## src/rtl/pv_pkg.sv

```systemverilog
package pv_pkg;
  localparam logic [2:0] SEL_OFF  = 3'b000;
  localparam logic [2:0] SEL_PRBS = 3'b001;
  localparam logic [2:0] SEL_CLK  = 3'b010;
  localparam logic [2:0] SEL_CUST = 3'b011;

  typedef struct packed {
    logic [2:0]  sel;
    logic [2:0]  len;
    logic [19:0] pat;
    logic        pat_long;
  } lane_cfg_t;

  function automatic logic [4:0] prbs_order(input logic [2:0] len);
    casez (len)
      3'b000:  return 5'd7;
      3'b001:  return 5'd11;
      3'b010:  return 5'd23;
      3'b011:  return 5'd31;
      3'b10?:  return 5'd15;
      default: return 5'd20;
    endcase
  endfunction

  function automatic logic [4:0] prbs_tap(input logic [2:0] len);
    casez (len)
      3'b000:  return 5'd6;
      3'b001:  return 5'd9;
      3'b010:  return 5'd18;
      3'b011:  return 5'd28;
      3'b10?:  return 5'd14;
      default: return 5'd3;
    endcase
  endfunction
endpackage

```

## src/rtl/pv_err_ctr.sv

```systemverilog
module pv_err_ctr #(
  parameter int CNT_W = 12,
  parameter int INC_W = 4
) (
  input  logic             clk_i,
  input  logic             rst_ni,
  input  logic             clr_i,
  input  logic             en_i,
  input  logic [INC_W-1:0] inc_i,
  output logic [CNT_W-1:0] cnt_o
);
  localparam logic [CNT_W-1:0] MAX = {CNT_W{1'b1}};
  logic [CNT_W:0] sum;

  assign sum = {1'b0, cnt_o} + (CNT_W+1)'(inc_i);

  always_ff @(posedge clk_i or negedge rst_ni) begin
    if (!rst_ni)      cnt_o <= '0;
    else if (clr_i)   cnt_o <= '0;
    else if (en_i)    cnt_o <= sum[CNT_W] ? MAX : sum[CNT_W-1:0];
  end
endmodule

```

## src/rtl/pv_sync_gen.sv

```systemverilog
module pv_sync_gen #(
  parameter int WORD_W = 8
) (
  input  logic        clk_i,
  input  logic        rst_ni,
  input  logic        hold_i,
  input  logic [31:0] per_i,   // 0 = no pulses; otherwise >= WORD_W
  output logic        sync_o
);
  logic [31:0] pos_q;
  logic [32:0] sum;

  assign sum = {1'b0, pos_q} + 33'(WORD_W);

  always_ff @(posedge clk_i or negedge rst_ni) begin
    if (!rst_ni) begin
      pos_q  <= '0;
      sync_o <= 1'b0;
    end else if (hold_i || per_i == '0) begin
      pos_q  <= '0;
      sync_o <= 1'b0;
    end else if (sum >= {1'b0, per_i}) begin
      pos_q  <= 32'(sum - {1'b0, per_i});
      sync_o <= 1'b1;
    end else begin
      pos_q  <= sum[31:0];
      sync_o <= 1'b0;
    end
  end
endmodule

```

## src/rtl/pv_lane.sv

```systemverilog
module pv_lane
  import pv_pkg::*;
#(
  parameter int WORD_W   = 8,
  parameter int CNT_W    = 12,
  parameter int LOCK_RUN = 40
) (
  input  logic              clk_i,
  input  logic              rst_ni,
  input  logic [WORD_W-1:0] data_i,
  input  logic              load_i,
  input  lane_cfg_t         cfg_i,
  input  logic              cnt_clr_i,
  input  logic              flag_clr_i,
  output logic [CNT_W-1:0]  cnt_o,
  output logic              irq_o,
  output logic              flag_o,
  output logic              mis_o,
  output logic              train_o,
  output logic              sync_o
);
  localparam int EW    = $clog2(WORD_W + 1);
  localparam int RUN_W = $clog2(LOCK_RUN + 1);
  localparam logic [RUN_W-1:0] RUN_MAX = RUN_W'(LOCK_RUN);

  lane_cfg_t        cfg_q;
  logic [30:0]      s_q, s_n;
  logic             lock_q, lock_n;
  logic [RUN_W-1:0] run_q, run_n;
  logic [4:0]       ph_q, ph_n;
  logic [EW-1:0]    errs;
  logic             mis_n, chk;
  logic             b, e, ok, nb;
  logic [4:0]       tn, tm, plen, step;
  logic [31:0]      per;

  assign chk  = (cfg_q.sel != SEL_OFF) && !cfg_q.sel[2];
  assign tn   = prbs_order(cfg_q.len);
  assign tm   = prbs_tap(cfg_q.len);
  assign plen = cfg_q.pat_long ? 5'd20 : 5'd16;

  // bit-serial walk through the word, oldest bit first
  always_comb begin
    s_n = s_q; lock_n = lock_q; run_n = run_q; ph_n = ph_q;
    errs = '0; mis_n = 1'b0;
    b = 1'b0; e = 1'b0; ok = 1'b0; nb = 1'b0; step = 5'd1;
    for (int i = WORD_W - 1; i >= 0; i--) begin
      b = data_i[i];
      if (cfg_q.sel == SEL_PRBS)     e = s_n[tn - 5'd1] ^ s_n[tm - 5'd1];
      else if (cfg_q.sel == SEL_CLK) e = ~s_n[0];
      else                           e = cfg_q.pat[plen - 5'd1 - ph_n];
      ok = (b == e);
      if (!ok) mis_n = 1'b1;
      if (lock_n) begin
        if (!ok) errs = errs + EW'(1);
        nb   = e;
        step = 5'd1;
      end else begin
        nb = b;
        if (ok) begin
          step = 5'd1;
          if (run_n != RUN_MAX) run_n = run_n + RUN_W'(1);
        end else begin
          step  = 5'd2;
          run_n = '0;
        end
        if (run_n == RUN_MAX) lock_n = 1'b1;
      end
      s_n  = {s_n[29:0], nb};
      ph_n = ph_n + step;
      if (ph_n >= plen) ph_n = ph_n - plen;
    end
  end

  always_ff @(posedge clk_i or negedge rst_ni) begin
    if (!rst_ni) begin
      cfg_q <= '0; s_q <= '0; lock_q <= 1'b0; run_q <= '0; ph_q <= '0;
      irq_o <= 1'b0; mis_o <= 1'b0;
    end else if (load_i) begin
      cfg_q <= cfg_i; s_q <= '0; lock_q <= 1'b0; run_q <= '0; ph_q <= '0;
      irq_o <= 1'b0; mis_o <= 1'b0;
    end else begin
      if (chk) begin
        s_q <= s_n; lock_q <= lock_n; run_q <= run_n; ph_q <= ph_n;
      end
      irq_o <= chk && (errs != '0);
      mis_o <= chk && mis_n;
    end
  end

  always_ff @(posedge clk_i or negedge rst_ni) begin
    if (!rst_ni)                             flag_o <= 1'b0;
    else if (!load_i && chk && errs != '0)   flag_o <= 1'b1;
    else if (flag_clr_i)                     flag_o <= 1'b0;
  end

  assign train_o = chk && !lock_q;

  always_comb begin
    if (cfg_q.sel == SEL_PRBS || cfg_q.sel[2]) per = (32'd1 << tn) - 32'd1;
    else if (cfg_q.sel == SEL_CUST)            per = 32'(plen);
    else                                       per = '0;
  end

  pv_err_ctr #(.CNT_W(CNT_W), .INC_W(EW)) u_ctr (
    .clk_i, .rst_ni, .clr_i(cnt_clr_i), .en_i(!load_i && chk),
    .inc_i(errs), .cnt_o
  );

  pv_sync_gen #(.WORD_W(WORD_W)) u_sync (
    .clk_i, .rst_ni, .hold_i(load_i), .per_i(per), .sync_o
  );
endmodule

```

## src/rtl/prbs_verifier.sv

```systemverilog
module prbs_verifier
  import pv_pkg::*;
#(
  parameter int N_LANES  = 4,
  parameter int WORD_W   = 8,
  parameter int CNT_W    = 12,
  parameter int LOCK_RUN = 40
) (
  input  logic                       clk_i,
  input  logic                       rst_ni,
  input  logic [N_LANES*WORD_W-1:0]  rx_data_i,
  input  logic [N_LANES-1:0]         load_i,
  input  logic [2:0]                 mode_i,
  input  logic [2:0]                 len_i,
  input  logic [19:0]                cpat_i,
  input  logic                       cpat_long_i,
  input  logic                       cnt_clr_i,
  input  logic [N_LANES-1:0]         flag_clr_i,
  output logic [N_LANES*CNT_W-1:0]   err_cnt_o,
  output logic [N_LANES-1:0]         irq_o,
  output logic [N_LANES-1:0]         irq_flag_o,
  output logic [N_LANES-1:0]         mismatch_o,
  output logic [N_LANES-1:0]         training_o,
  output logic [N_LANES-1:0]         sync_o
);
  logic      clr_q, clr_rise;
  lane_cfg_t cfg_in;

  always_ff @(posedge clk_i or negedge rst_ni) begin
    if (!rst_ni) clr_q <= 1'b0;
    else         clr_q <= cnt_clr_i;
  end
  assign clr_rise = cnt_clr_i && !clr_q;

  assign cfg_in = '{sel: mode_i, len: len_i, pat: cpat_i, pat_long: cpat_long_i};

  for (genvar l = 0; l < N_LANES; l++) begin : g_lane
    pv_lane #(.WORD_W(WORD_W), .CNT_W(CNT_W), .LOCK_RUN(LOCK_RUN)) u_lane (
      .clk_i, .rst_ni,
      .data_i    (rx_data_i[l*WORD_W +: WORD_W]),
      .load_i    (load_i[l]),
      .cfg_i     (cfg_in),
      .cnt_clr_i (clr_rise),
      .flag_clr_i(flag_clr_i[l]),
      .cnt_o     (err_cnt_o[l*CNT_W +: CNT_W]),
      .irq_o     (irq_o[l]),
      .flag_o    (irq_flag_o[l]),
      .mis_o     (mismatch_o[l]),
      .train_o   (training_o[l]),
      .sync_o    (sync_o[l])
    );
  end
endmodule

```

## config.mk

```make
export PLATFORM = sky130hd
export DESIGN_NAME = prbs_verifier
export DESIGN_NICKNAME = d
export VERILOG_FILES = /design/src/rtl/pv_pkg.sv /design/src/rtl/pv_err_ctr.sv /design/src/rtl/pv_sync_gen.sv /design/src/rtl/pv_lane.sv /design/src/rtl/prbs_verifier.sv
export SDC_FILE = /design/constraint.sdc
export NUM_CORES = 2
export LEC_CHECK = 0
export ABC_AREA = 0
export BUFFER_PORTS_ARGS = -buffer_cell sky130_fd_sc_hd__buf_2
export CORE_MARGIN = 8
export CORE_UTILIZATION = 65
export CTS_BUF_LIST = sky130_fd_sc_hd__clkbuf_4
export DETAILED_ROUTE_END_ITERATION = 10
export PLACE_DENSITY = 0.79
export SETUP_SLACK_MARGIN = 0.02
export SYNTH_ARGS = -nofsm -noshare
export SYNTH_HDL_FRONTEND = slang
export SYNTH_SLANG_ARGS = --single-unit
```

## constraint.sdc

```tcl
create_clock -name clk_i -period 94.8 [get_ports clk_i]
set_input_delay 18.96 -clock clk_i [delete_from_list [all_inputs] [get_ports clk_i]]
set_output_delay 18.96 -clock clk_i [all_outputs]
set_load 0.1 [all_outputs]
```

==> summary.json <==
{
  "run_status": {
    "outcome": "finished clean"
  },
  "worst_setup_path": {
    "startpoint_type": "input port",
    "r2r-start": "g_lane[2].u_lane.cfg_q[23]",
    "worst_r2r_path_depth": 158,
    "worst_setup_path_endpoint": "g_lane[2].u_lane.u_ctr.cnt_o[9]",
    "wp_data_arrival_ns": 57.23,
    "cp_slowest_stage_delay_ns": 0.82,
    "crit_path_frequent_cell": "nand2_1",
    "reg2reg_to": "g_lane[2].u_lane.u_ctr.cnt_o[9]",
    "critPathMaxFanout": 24,
    "critPathSlowestCell": "a21oi_1",
    "critPathKind": "input port to flip-flop",
    "crit_required_ns": 95.80,
    "worstSetupEndpointType": "flip-flop",
    "setup.worst_path.start": "rx_data_i[23]",
    "rrSetupSlack_ns": 51.84
  },
  "die": {
    "fp.dieArea_um2": 121800,
    "rows": 122,
    "die_h_um": 349.0,
    "initial_utilization": 0.6532,
    "core_area_um2": 110400,
    "io-pin-count": 138,
    "die_width_um": 349.0
  },
  "synth": {
    "postSynthRegisterBits": 473,
    "synth.yosys.seq_area_share": 0.1642,
    "ys_top_cells_by_area": "dfrtp_1, mux4_2, ha_1, nand2_1, a21oi_1",
    "synth_top_flop_cell": "dfrtp_1",
    "synthDistinctLibCells": 153,
    "post-synth-top-count-cell": "nand2_1",
    "post_synth_inst_count": 9326,
    "avgSynthCellArea_um2": 7.730,
    "synthDominantAreaCellType": "dfrtp_1",
    "synth_area_in_xor_xnor": 0.05886,
    "asyncSetResetFlopFracSynth": 1.000,
    "netlist_top_cells_count": "nand2_1, nor2_1, a21oi_1, o21ai_0, dfrtp_1",
    "synth-edff-count": 0,
    "post_synth_instance_area_um2": 72090,
    "synth_top_area_frac": 0.1642,
    "synth_top_family_by_area": "compound AO/OA/AOI/OAI gates",
    "synthMuxAreaShare": 0.1520,
    "adder_cell_area_share_of_the_yosys_netlist": 0.07318,
    "synth-warning-count": 0,
    "synth_compound_gate_area_share": 0.2587,
    "synth_simple_gate_area_frac": 0.2348
  },
  "global_route": {
    "globalRoute.totalOverflow": 0,
    "initial_antenna_violation_count": 19,
    "first_pass_grt_wire_length_um": 375100,
    "gr-usage-all-layers": 0.3667,
    "grt_max_degree": 102,
    "via_count_of_the_first_global_routing_pass": 70880
  },
  "clock_network": {
    "clockRootBuffer": "clkbuf_4",
    "tritoncts": "yes",
    "post-cts-setup-buffer-count": 0,
    "cts.repair.resized": 0,
    "h-tree-depth": 4,
    "cts.reportedPaths.clkPinSlew_ns": 0.07,
    "clk_path_buf_depth": 3,
    "ctsHoldBuffers": 0,
    "cts_sinks": 473,
    "worstSkewPairLatency_ns": 1.10,
    "tritoncts.num_buffers": 141
  },
  "timing": {
    "tightest_slew_ns": 1.301,
    "rsz0062_at_grt": "no",
    "clock.fmax_mhz": 17.78,
    "timing.slew.headroom": 0.1267,
    "finalSetupViolations": 0,
    "timing_max_transition_violations_final": 0,
    "clock_skew_ns": 0.09218,
    "layout_worst_path_cycle_share": 0.5931,
    "period_minus_ws_final_ns": 56.23,
    "timing_hold_violations_final": 0,
    "finalSetupTns_ns": 0
  },
  "routing": {
    "drt-initial-drc-count": 9353,
    "detail_routed_net_length_per_standard_cell_um": 21.93,
    "ant_nets": 0,
    "dr.pass1.iters": 8,
    "number_of_drc_violations_after_detailed_routing": 0,
    "via_per_inst": 7.095,
    "drt-total-wl_um": 235400,
    "dr_total_vias": 76160
  },
  "layout": {
    "drive_above_1_share": 0.1244,
    "nets": 9593,
    "fillerInstances": 9309,
    "syn_to_final_growth_pct": 3.961
  },
  "job": {
    "maxCapViolations": 0
  },
  "worst_hold_path": {
    "holdCritPathClass": "flip-flop to flip-flop"
  },
  "place": {
    "gp_congestion": 1.018,
    "number_of_buffer_cells_added_on_primary_ports": 137,
    "detailed_place_hpwl_um": 173400
  }
}
==> logic make-up (layout without fill, tap and decap cells) <==
kind of cell,Yosys count,count (layout)
fa+ha+maj,398,398
other cells,1,31
xor+xnor,473,473
compound gates,2703,2703
buf+inv,1060,950
mux,761,761
flops,473,473
simple gates,3457,3457
==> metrics by stage <==
step / std cells / utilization / setup WS (ns) / cell area, um2 / hold slack (ns)
finish: 10730 / 0.6790 / 38.57 / 74940 / 0.5111
detailed placement: 10470 / 0.6624 / 38.81 / 73100 / 0.5049
global route: 10730 / 0.6789 / 36.14 / 74930 / 0.5607
floorplan: 9337 / - / 46.74 / 72130 / 0.4725
global placement: 10470 / 0.6624 / 39.38 / 73100 / 0.4975
CTS: 10720 / 0.6786 / 39.87 / 74890 / 0.5121
==> cell usage in the layout (no fill, tap or decap), types with 136 or more instances in the layout <==
cell / count
a211oi_1: 142
a21oi_1: 666
a31oi_1: 154
and3_1: 136
buf_2: 136
clkbuf_4: 191
dfrtp_1: 469
ha_1: 356
inv_1: 451
mux2_2: 191
mux2i_1: 320
mux4_2: 247
nand2_1: 1065
nand3_1: 347
nand4_1: 152
nor2_1: 761
nor3_1: 253
o21ai_0: 483
xnor2_1: 323
xor2_1: 136
==> registers in the layout, summed over array words and instances, names as in the netlist, 20 cells and up <==
signal and count:
g_lane.u_lane.u_sync.pos_q 128, g_lane.u_lane.s_q 124, g_lane.u_lane.cfg_q 108, g_lane.u_lane.u_ctr.cnt_o 48, g_lane.u_lane.run_q 24, g_lane.u_lane.ph_q 20
==> final cells by class <==
type / count / area (um2) / share of cell area
Antenna cell: 19 / 47.55 / 0.0006344
Clock buffer: 191 / 1434 / 0.01913
Clock inverter: 52 / 357.8 / 0.004775
Inverter: 473 / 1783 / 0.02379
Multi-Input combinational cell: 7804 / 56190 / 0.7498
Sequential cell: 473 / 11840 / 0.1580
Tap cell: 1488 / 1862 / 0.02484
Timing Repair Buffer: 234 / 1424 / 0.01900
==> worst max-delay path: cells and delay by family <==
kind | cells | cell delay, ns
mux | 9 | 1.99
xor+xnor | 7 | 3.00
fa+ha+maj | 19 | 6.94
simple gates | 42 | 9.34
compound gates | 52 | 13.33
buf+inv | 20 | 3.52
==> worst min path at each step <==
stage,from,endpoint,slack (ns),cells past startpoint
2_1_floorplan,g_lane[1].u_lane.flag_o,g_lane[1].u_lane.flag_o,0.47,2
3_3_place_gp,g_lane[1].u_lane.u_ctr.cnt_o[6],g_lane[1].u_lane.u_ctr.cnt_o[6],0.50,1
3_5_place_dp,g_lane[1].u_lane.u_ctr.cnt_o[6],g_lane[1].u_lane.u_ctr.cnt_o[6],0.50,1
4_1_cts,g_lane[1].u_lane.u_ctr.cnt_o[6],g_lane[1].u_lane.u_ctr.cnt_o[6],0.51,1
5_1_grt,g_lane[2].u_lane.u_ctr.cnt_o[6],g_lane[2].u_lane.u_ctr.cnt_o[6],0.56,1
6_report,g_lane[1].u_lane.u_ctr.cnt_o[6],g_lane[1].u_lane.u_ctr.cnt_o[6],0.51,1
==> layer usage <==
metal | routed length (um) | global-route usage | up-vias
met5 | 71 | 0 | -
met4 | 11020 | 0.1587 | 10
met3 | 26640 | 0.08803 | 915
met2 | 103700 | 0.5691 | 4517
met1 | 93890 | 0.4870 | 36050
li1 | - | - | 34670
Power is left out: the tool's default activity adds up to more than one toggle a clock period on the data nets, which glitch-free logic cannot reach.
